File: src/rtl/wdk_pkg.sv
package wdk_pkg;
   // register word offsets (byte addresses)
   localparam int unsigned OFS_CFG   = 'h00;
   localparam int unsigned OFS_COUNT = 'h08;
   localparam int unsigned OFS_SCALE = 'h10;
   localparam int unsigned OFS_FEED  = 'h18;
   localparam int unsigned OFS_KEY   = 'h1C;
   localparam int unsigned OFS_CMP   = 'h20;

   // config bit positions
   localparam int unsigned CB_RSTEN  = 8;
   localparam int unsigned CB_ZERO   = 9;
   localparam int unsigned CB_RUNALL = 12;
   localparam int unsigned CB_RUNAWK = 13;
   localparam int unsigned CB_PEND   = 28;

   typedef enum logic [2:0] {
      SEL_NONE, SEL_CFG, SEL_COUNT, SEL_SCALE, SEL_FEED, SEL_KEY, SEL_CMP
   } wdk_sel_e;
endpackage

File: src/rtl/wdk_counter.sv
module wdk_counter #(
   parameter int unsigned CNT_W   = 31,
   parameter int unsigned CMP_W   = 16,
   parameter int unsigned SCALE_W = 4
) (
   input  logic               clk,
   input  logic               rst_n,
   input  logic               tick,
   input  logic               run,
   input  logic               zero_on_match,
   input  logic [SCALE_W-1:0] scale,
   input  logic [CMP_W-1:0]   cmp_val,
   input  logic               load,
   input  logic [CNT_W-1:0]   load_val,
   input  logic               feed_clr,
   output logic [CNT_W-1:0]   cnt_q,
   output logic [CMP_W-1:0]   scaled,
   output logic               match
);
   localparam int unsigned MAX_SHIFT = (1 << SCALE_W) - 1;

   generate
      if (CMP_W > CNT_W) begin : g_bad_cmp
         $error("compare width exceeds counter width");
      end
      if (MAX_SHIFT >= CNT_W) begin : g_bad_scale
         $error("scale range shifts the whole counter out");
      end
   endgenerate

   logic [CNT_W-1:0] shifted;

   always_comb begin
      shifted = cnt_q >> scale;
      scaled  = shifted[CMP_W-1:0];
      match   = (scaled >= cmp_val);
   end

   always_ff @(posedge clk or negedge rst_n) begin
      if (!rst_n)                           cnt_q <= '0;
      else if (load)                        cnt_q <= load_val;
      else if (feed_clr)                    cnt_q <= '0;
      else if (match && zero_on_match)      cnt_q <= '0;
      else if (tick && run)                 cnt_q <= cnt_q + 1'b1;
   end
endmodule

File: src/rtl/wdk_regs.sv
module wdk_regs
   import wdk_pkg::*;
#(
   parameter int unsigned ADDR_W   = 8,
   parameter int unsigned CNT_W    = 31,
   parameter int unsigned CMP_W    = 16,
   parameter int unsigned SCALE_W  = 4,
   parameter logic [31:0] KEY_VAL  = 32'h0051_F15E,
   parameter logic [31:0] FEED_VAL = 32'h0D09_F00D,
   parameter logic [CMP_W-1:0] CMP_RST = 16'hBEEF
) (
   input  logic               clk,
   input  logic               rst_n,
   input  logic               bus_sel,
   input  logic               bus_we,
   input  logic [ADDR_W-1:0]  bus_addr,
   input  logic [31:0]        bus_wdata,
   output logic [31:0]        bus_rdata,
   input  logic [CNT_W-1:0]   cnt_q,
   input  logic [CMP_W-1:0]   scaled,
   input  logic               match,
   output logic [SCALE_W-1:0] scale,
   output logic               run,
   output logic               zero_on_match,
   output logic [CMP_W-1:0]   cmp_q,
   output logic               cnt_load,
   output logic               feed_clr,
   output logic               key_open,
   output logic               irq,
   output logic               rst_req
);
   wdk_sel_e sel;
   logic wr, prot, accept, key_hit;
   logic rsten_q, zero_q, runall_q, runawk_q, pend_q, match_q;

   always_comb begin
      if      (bus_addr == ADDR_W'(OFS_CFG))   sel = SEL_CFG;
      else if (bus_addr == ADDR_W'(OFS_COUNT)) sel = SEL_COUNT;
      else if (bus_addr == ADDR_W'(OFS_SCALE)) sel = SEL_SCALE;
      else if (bus_addr == ADDR_W'(OFS_FEED))  sel = SEL_FEED;
      else if (bus_addr == ADDR_W'(OFS_KEY))   sel = SEL_KEY;
      else if (bus_addr == ADDR_W'(OFS_CMP))   sel = SEL_CMP;
      else                                     sel = SEL_NONE;
      wr      = bus_sel && bus_we;
      prot    = (sel == SEL_CFG) || (sel == SEL_COUNT) ||
                (sel == SEL_FEED) || (sel == SEL_CMP);
      accept  = wr && prot && key_open;
      key_hit = wr && (sel == SEL_KEY) && (bus_wdata == KEY_VAL);
      cnt_load = accept && (sel == SEL_COUNT);
      feed_clr = accept && (sel == SEL_FEED) && (bus_wdata == FEED_VAL);
   end

   always_ff @(posedge clk or negedge rst_n) begin
      if (!rst_n) begin
         key_open <= 1'b0;
         scale    <= '0;
         rsten_q  <= 1'b0;
         zero_q   <= 1'b0;
         runall_q <= 1'b0;
         runawk_q <= 1'b0;
         pend_q   <= 1'b0;
         cmp_q    <= CMP_RST;
         match_q  <= 1'b0;
         rst_req  <= 1'b0;
      end else begin
         if (key_hit)     key_open <= 1'b1;
         else if (accept) key_open <= 1'b0;
         if (accept && sel == SEL_CFG) begin
            scale    <= bus_wdata[SCALE_W-1:0];
            rsten_q  <= bus_wdata[CB_RSTEN];
            zero_q   <= bus_wdata[CB_ZERO];
            runall_q <= bus_wdata[CB_RUNALL];
            runawk_q <= bus_wdata[CB_RUNAWK];
            pend_q   <= bus_wdata[CB_PEND] | match;
         end else begin
            pend_q   <= pend_q | match;
         end
         if (accept && sel == SEL_CMP) cmp_q <= bus_wdata[CMP_W-1:0];
         match_q <= match;
         rst_req <= match && !match_q && rsten_q;
      end
   end

   always_comb begin
      run           = runall_q || runawk_q;
      zero_on_match = zero_q;
      irq           = pend_q;
      bus_rdata     = '0;
      if (bus_sel) begin
         unique case (sel)
            SEL_CFG: begin
               bus_rdata[SCALE_W-1:0] = scale;
               bus_rdata[CB_RSTEN]    = rsten_q;
               bus_rdata[CB_ZERO]     = zero_q;
               bus_rdata[CB_RUNALL]   = runall_q;
               bus_rdata[CB_RUNAWK]   = runawk_q;
               bus_rdata[CB_PEND]     = pend_q;
            end
            SEL_COUNT: bus_rdata = 32'(cnt_q);
            SEL_SCALE: bus_rdata = 32'(scaled);
            SEL_KEY:   bus_rdata = 32'(key_open);
            SEL_CMP:   bus_rdata = 32'(cmp_q);
            default:   bus_rdata = '0;
         endcase
      end
   end
endmodule

File: src/rtl/wdk_keylock.sv
module wdk_keylock #(
   parameter int unsigned ADDR_W   = 8,
   parameter int unsigned CNT_W    = 31,
   parameter int unsigned CMP_W    = 16,
   parameter int unsigned SCALE_W  = 4,
   parameter logic [31:0] KEY_VAL  = 32'h0051_F15E,
   parameter logic [31:0] FEED_VAL = 32'h0D09_F00D,
   parameter logic [CMP_W-1:0] CMP_RST = 16'hBEEF
) (
   input  logic              clk,
   input  logic              rst_n,
   input  logic              tick,
   input  logic              bus_sel,
   input  logic              bus_we,
   input  logic [ADDR_W-1:0] bus_addr,
   input  logic [31:0]       bus_wdata,
   output logic [31:0]       bus_rdata,
   output logic              irq,
   output logic              rst_req
);
   generate
      if (CNT_W >= 32) begin : g_bad_cnt
         $error("counter must be narrower than the data word");
      end
      if (ADDR_W < 6) begin : g_bad_addr
         $error("address too narrow for the register window");
      end
   endgenerate

   logic [CNT_W-1:0]   cnt_q;
   logic [CMP_W-1:0]   scaled, cmp_q;
   logic [SCALE_W-1:0] scale;
   logic match, run, zero_on_match, cnt_load, feed_clr, key_open;

   wdk_regs #(
      .ADDR_W(ADDR_W), .CNT_W(CNT_W), .CMP_W(CMP_W), .SCALE_W(SCALE_W),
      .KEY_VAL(KEY_VAL), .FEED_VAL(FEED_VAL), .CMP_RST(CMP_RST)
   ) u_regs (
      .clk(clk), .rst_n(rst_n),
      .bus_sel(bus_sel), .bus_we(bus_we), .bus_addr(bus_addr),
      .bus_wdata(bus_wdata), .bus_rdata(bus_rdata),
      .cnt_q(cnt_q), .scaled(scaled), .match(match),
      .scale(scale), .run(run), .zero_on_match(zero_on_match),
      .cmp_q(cmp_q), .cnt_load(cnt_load), .feed_clr(feed_clr),
      .key_open(key_open), .irq(irq), .rst_req(rst_req)
   );

   wdk_counter #(
      .CNT_W(CNT_W), .CMP_W(CMP_W), .SCALE_W(SCALE_W)
   ) u_cnt (
      .clk(clk), .rst_n(rst_n), .tick(tick), .run(run),
      .zero_on_match(zero_on_match), .scale(scale), .cmp_val(cmp_q),
      .load(cnt_load), .load_val(bus_wdata[CNT_W-1:0]), .feed_clr(feed_clr),
      .cnt_q(cnt_q), .scaled(scaled), .match(match)
   );
endmodule

File: config.mk
export PLATFORM = sky130hd
export DESIGN_NAME = wdk_keylock
export DESIGN_NICKNAME = d
export VERILOG_FILES = /design/src/rtl/wdk_pkg.sv /design/src/rtl/wdk_counter.sv /design/src/rtl/wdk_regs.sv /design/src/rtl/wdk_keylock.sv
export SDC_FILE = /design/constraint.sdc
export NUM_CORES = 1
export LEC_CHECK = 0
export ABC_AREA = 1
export CAP_MARGIN = 20
export CORE_ASPECT_RATIO = 1.5
export CORE_MARGIN = 3
export CORE_UTILIZATION = 30
export DETAILED_ROUTE_END_ITERATION = 8
export DONT_BUFFER_PORTS = 1
export PLACE_DENSITY = 0.51
export SYNTH_ARGS = -nofsm -noshare
export SYNTH_HDL_FRONTEND = slang
export SYNTH_SLANG_ARGS = --single-unit
File: constraint.sdc
create_clock -name clk -period 5.2 [get_ports clk]
set_clock_uncertainty 0.2 [all_clocks]
set_input_delay 0.78 -clock clk [delete_from_list [all_inputs] [get_ports clk]]
set_output_delay 0.78 -clock clk [all_outputs]
set_load 0.05 [all_outputs]
# --- Word-level counts from Yosys, hierarchy flattened ---
# Cells that the tools add are included.
op_classes:
  n_reduce_logical: 22
  mux: 22
  eq_ne: 13
  n_bitwise: 2
  n_addsub: 1
  magnitude_cmp: 1
  shifts: 1
ops:
  columns: ["op", "count"]
  rows:
  - ["two-way mux 31 bit", 4]
  - ["one-hot mux 14 bit (3 select lines)", 1]
  - ["== test 32 x 23 -> 1 bit (second input constant)", 1]
  - ["== test 32 x 28 -> 1 bit (second input constant)", 1]
  - ["two-way mux 32 bit", 1]
  - ["adder 31 x 1 -> 31 bit (second input constant)", 1]
  - [">> shifter 31 x 4 -> 16 bit", 1]
  - ["== test 8 x 5 -> 1 bit (second input constant)", 3]
  - ["one-hot mux 4 bit (5 select lines)", 1]
  - ["two-way mux 3 bit", 6]
  - ["greater-or-equal comparator 16 bit", 1]
  - ["one-hot mux 2 bit (4 select lines)", 2]
  - ["logical AND 1 bit", 14]
  - ["one-hot mux 4 bit (3 select lines)", 1]
  - ["== test 3 bit (second input constant)", 3]
  - ["== test 8 x 4 -> 1 bit (second input constant)", 1]
  - ["== test 8 x 6 -> 1 bit (second input constant)", 1]
  - ["logical NOT 8 bit", 1]
  - ["== test 3 x 2 -> 1 bit (second input constant)", 2]
  - ["one-hot mux 2 bit (3 select lines)", 1]
  - ["logical OR 1 bit", 4]
  - ["nonzero test 4 bit", 1]
  - ["== test 3 x 1 -> 1 bit (second input constant)", 1]
  - ["two-way mux 1 bit", 3]
  - ["5 further kinds", 6]
totals:
  ff_bits: 59
  elab_cells: 73
  out_inout_bits: 34
  in_bits: 45

# --- Depth between registers and ports, before layout ---
logic_depth:
  ltp_word: 17
  depth_mapped: 24
  mapped_depth_nobuf: 22

# --- By module ---
# Synthesis repeated with hierarchy kept, for this count alone.
hier_totals:
  hier_cells: 1111
  area_unflattened_um2: 6376.1
by_module_without_submodules:
  columns: ["module", "cells_per_inst", "instances", "seq_area_each_um2", "area_each_um2"]
  rows:
  - ["wdk_counter", 770, 1, 775.7, 4136.5]
  - ["wdk_regs", 341, 1, 716.9, 2239.6]

# --- Least setup slack after synthesis ---
# No wires, ideal clock.
synth_timing:
  path_type: "input to output"
  startpoint: "in bus_addr[1]"
  endpoint: "out bus_rdata[19]"
  cell_stages: 7
  arrival_ps: 2762
  setup_slack_ps: 1458
  n_path_buf: 2
  required_ps: 4220
  cell_sequence: "nor2_1 -> nand2_1 -> nor2_4 -> inv_2 -> buf_1 -> buf_1 -> nor3_1"
synth_between:
  elab_chain_len: 10
  elab_cells_between_ends: 17
  classes_between: "8 x eq/ne; 8 x mux; 1 x reduce/logical"
synth_lines:
  columns: ["element", "line_no", "source"]
  rows:
  - ["start, declared", "wdk_keylock.sv:15", "input logic [ADDR_W-1:0] bus_addr,"]
  - ["== test 8 x 6 -> 1 bit", "wdk_regs.sv:42", "else if (bus_addr == ADDR_W'(OFS_CMP)) sel = SEL_CMP;"]
  - ["two-way mux 3 bit", "wdk_regs.sv:42", null]
  - ["two-way mux 3 bit", "wdk_regs.sv:41", "else if (bus_addr == ADDR_W'(OFS_KEY)) sel = SEL_KEY;"]
  - ["two-way mux 3 bit", "wdk_regs.sv:40", "else if (bus_addr == ADDR_W'(OFS_FEED)) sel = SEL_FEED;"]
  - ["two-way mux 3 bit", "wdk_regs.sv:39", "else if (bus_addr == ADDR_W'(OFS_SCALE)) sel = SEL_SCALE;"]
  - ["two-way mux 3 bit", "wdk_regs.sv:38", "else if (bus_addr == ADDR_W'(OFS_COUNT)) sel = SEL_COUNT;"]
  - ["two-way mux 3 bit *", "wdk_regs.sv:37", "if (bus_addr == ADDR_W'(OFS_CFG)) sel = SEL_CFG;"]
  - ["== test 3 bit / == test 3 x 2 -> 1 bit (equally long branches)", "wdk_regs.sv:90", "unique case (sel)"]
  - ["one-hot mux 14 bit (3 select lines) *", "wdk_regs.sv:90", null]
  - ["two-way mux 32 bit *", "wdk_regs.sv:89", "if (bus_sel) begin"]
  - ["end, declared", "wdk_keylock.sv:17", "output logic [31:0] bus_rdata,"]
# Every way passes the cells marked *; elsewhere a longest branch is shown, timed or not.

# --- Final worst setup path ---
layout_timing:
  startpoint: "reg u_regs.scale[0]"
  endpoint: "reg u_cnt.cnt_q[23]"
layout_between:
  elab_chain_len: 6
  elab_cells_between_ends: 7
  classes_between: "1 x order compare; 1 x shift; 3 x mux; 2 x reduce/logical"
layout_lines:
  columns: ["element", "line_no", "source"]
  rows:
  - ["start, declared", "wdk_regs.sv:22", "output logic [SCALE_W-1:0] scale,"]
  - ["start signal, assigned", "wdk_regs.sv:69", "scale <= bus_wdata[SCALE_W-1:0];"]
  - [">> shifter 31 x 4 -> 16 bit *", "wdk_counter.sv:34", "shifted = cnt_q >> scale;"]
  - ["greater-or-equal comparator 16 bit *", "wdk_counter.sv:36", "match = (scaled >= cmp_val);"]
  - ["via match", "wdk_keylock.sv:33", "logic match, run, zero_on_match, cnt_load, feed_clr, key_open;"]
  - ["logical AND 1 bit *", "wdk_counter.sv:43", "else if (match && zero_on_match) cnt_q <= '0;"]
  - ["two-way mux 31 bit", "wdk_counter.sv:43", null]
  - ["two-way mux 31 bit", "wdk_counter.sv:42", "else if (feed_clr) cnt_q <= '0;"]
  - ["two-way mux 31 bit", "wdk_counter.sv:41", "else if (load) cnt_q <= load_val;"]
  - ["end signal, assigned", "wdk_counter.sv:41", null]
  - ["end signal, assigned", "wdk_counter.sv:44", "else if (tick && run) cnt_q <= cnt_q + 1'b1;"]
  - ["end, declared", "wdk_counter.sv:16", "output logic [CNT_W-1:0] cnt_q,"]
# Mark *: on every way through the listed nets, which the timed path passes. The rest lies on a longest branch.
# A chain may end at the register's enable or synchronous reset.

==> run metrics <==
pwr/cell area 218 nW/um2; Clock power frac 46.2%; total track usage 22.7%; outcome completed; RSZ-0062 raised after global routing false; via count 6,705; post-route antenna net violation count 0; Tcrit/Tclk final 81.2%; initial antenna violation count 1; minimum clock period 4.22 ns; die width 123 um; DRT iter0 DRCs 651; grt total ovfl 0; worst-case clock buffer depth 2; Slew @ Worst Pin 1.03 ns; register area share after synthesis 24.4%; Num CTS Buffers 9; worst skew pair latency 0.34 ns; Slew headroom 31.0%; Die Y 181 um; sw frac 31.9%; Max Cap Viol 0; EDFF count, synth 0; Top delay family on crit path simple AND/OR/NAND/NOR gates; Compound-Gate Fraction of Synth Area 10.6%; maximum VDD drop 0.172 mV; DR DRC count 0; Lkg Pwr 3.61 nW; Post-Synth XOR/XNOR Area 1.43%; final hold vios 0; Initial DRT Pass Iterations 5; Min-Delay Path Class input port to asynchronous set/reset pin; clock sinks 59; Int Power 0.996 mW; multiplexer share of the synthesized area 0.655%; CP Cell Sequence buf_4 > o21ai_0 > o21ai_0 > nand2_1 > nand3_1 > and2_1 > ha_1 > a21o_1 > nor2_1 > nand2_1 > nand2_1 > nand3_1 > nand2_1 > nand3_2 > buf_4 > inv_2 > nand2_1 > nand2_1; I/O pin count 79; # setup viols final 0; Avg Cell Area, Syn 5.69 um2; vias per cell 5.09; number of global-route vias before repair 6,747; largest family of logic cells by synthesized area simple AND/OR/NAND/NOR gates; Worst path slowest cell dfrtp_1; # fillers 2,324; top-area cell type share of the netlist area 26.1%; most common library cells after synthesis nand2_1 (425), inv_1 (131), nand3_1 (98); buffers inserted by post-CTS timing repair 0; Sequential Power Share 37.1%; Combinational Power Share 16.8%; Critical Path End Type register; Placer Congestion 0.957; H-tree levels 3; CP bufs+invs 3; I/O Buffers 0; hpwl dp 19,600 um; area of the multi-input gates 3890 um2; Crit path required time 5.28 ns; Starting Density 30.8%; wire length of the first global-routing pass 38,200 um; most frequent cell after synthesis nand2_1; Root Driver clkbuf_16; # nets final 1,113; Warnings, synthesis 0; slowest stage delay, CP 0.89 ns; DR WL/cell 18.6 um; FMAX 237 MHz; num rows 63; FF+latch count, synth 59; Mapped Area 6110 um2; crit-path max FO 36; top cells by area, synth nand2_1 (26%), dfrtp_1 (19%), inv_1 (8.0%); post-synthesis cell type count 40; routed wire length 24,500 um; pin count of the biggest net entering global routing 47; Primary FF master, synth dfrtp_1; ys async rst share 100%; syn nets 1,136; CTS clk-pin slew, worst paths 0.06 ns; share of cells above drive strength 1 7.20%; Register Area 1490 um2; post-synthesis simple-gate area fraction 46.3%; cells after synthesis 1,074; Die ar. 22,200 um2; Setup CP Type register to register; CTS tree done; area leader, netlist nand2_1; Most Frequent Cell on Critical Path nand2_1; CORE AREA 19,900 um2; hold_buf cts 1; count of pins over their slew limit 0; post-CTS resize count 0; setup TNS 0 ns; Sw Pwr 0.468 mW; Post-Synth Adder-Cell Area 3.48%; Startpoint Class register; Syn-to-layout area delta 9.99%; WP data arrival 4.30 ns; Min Hold Slack 0.0803 ns
[per-stage QoR]
| step | cells | cell area (um2) | util (%) | setup WS [ns] | power, mW |
|---|---|---|---|---|---|
| after floorplan | 1074 | 6110 | - | 1.46 | 0.708 |
| final | 1317 | 6720 | 33.8 | 0.976 | 1.46 |
| after detailed placement | 1299 | 6360 | 32.0 | 1.04 | 0.782 |
| after CTS | 1316 | 6720 | 33.8 | 1.00 | 1.47 |
| after global placement | 1299 | 6360 | 32.0 | 1.07 | 0.782 |
| after global routing | 1317 | 6720 | 33.8 | 0.478 | 1.54 |
[routing by layer]
layer  track usage [%]  up-vias  part of all wire [%]
li1                  -     3349                     -
met1              27.3     3083                    41
met2              38.7      204                    50
met3              3.51       69                   4.1
met4              11.5        0                   5.5
met5                 0        -                     0
[cells by family after synthesis]
logic type,after synthesis
adders and majority gates,17
AOI/OAI and AO/OA,119
muxes,4
DFF,59
and+or+nand+nor,672
xor gates and xnor gates,10
buffers and inverters,192
other,1
[cells in the final DEF (no fill, tap or decap), types with 2 or more instances in the layout]
cell type,count
nor3_1,13
nor3_2,15
o21a_1,2
o21ai_0,61
a31oi_1,3
clkinvlp_4,2
o22ai_1,10
inv_2,5
o21ai_1,8
inv_1,131
o211ai_1,9
nand3b_1,6
nand4_1,18
nor2_2,2
and2_1,9
clkbuf_16,9
nand2_1,425
dfstp_2,13
dfrtp_1,46
mux2i_1,4
ha_1,17
nor2_4,2
xor2_1,10
clkinv_1,4
nand3_1,98
nor2_1,78
bufinv_16,2
buf_4,17
nand3_2,2
a21oi_1,23
[worst reg2reg max path: stages, from the launching register on]
cell and delay [ns]:
dfrtp_1 0.89, buf_4 0.29, o21ai_0 0.12, o21ai_0 0.38
nand2_1 0.10, nand3_1 0.09, and2_1 0.19, ha_1 0.25
a21o_1 0.18, nor2_1 0.13, nand2_1 0.07, nand2_1 0.05
nand3_1 0.17, nand2_1 0.16, nand3_2 0.08, buf_4 0.26
inv_2 0.36, nand2_1 0.12, nand2_1 0.08
[cell type report]
cell class,count,area share (%)
antenna,1,0.0372
clock buffer,10,3.56
clock inverter,6,1.32
inverter,140,7.82
multi-input combinational,823,57.9
sequential,59,22.2
tap,260,4.84
timing repair buffer,18,2.31
[sequential cells by signal (all words and copies together), names as in the netlist]
name / count
u_regs.rst_req: 1
u_regs.zero_on_match: 1
u_regs.irq: 1
u_regs.cmp_q: 16
u_regs.match_q: 1
u_regs.key_open: 1
u_regs.runawk_q: 1
u_regs.rsten_q: 1
u_regs.scale: 4
u_cnt.cnt_q: 31
u_regs.runall_q: 1
[power groups by stage]
stage	clock, mW	combinational, mW	sequential [mW]
after detailed placement	0	0.232	0.550
after floorplan	0	0.190	0.518
final	0.676	0.246	0.543
after global placement	0	0.232	0.550
after CTS	0.684	0.245	0.542
after global routing	0.703	0.287	0.546
[path summary, 6_finish.rpt]
check | from | to | slack, ns | depth (start not counted)
worst min register to register | u_regs.cmp_q[4] | u_regs.cmp_q[4] | 0.29 | 2
worst min-delay path | rst_n | u_regs.cmp_q[0] | 0.08 | 0
worst max register to register | u_regs.scale[0] | u_cnt.cnt_q[23] | 0.98 | 18
worst max-delay path | u_regs.scale[0] | u_cnt.cnt_q[23] | 0.98 | 18
max in group asynchronous | rst_n | u_cnt.cnt_q[19] | 4.45 | 1
min in group clk | u_regs.cmp_q[4] | u_regs.cmp_q[4] | 0.29 | 2
(Power assumes the default switching activity.)
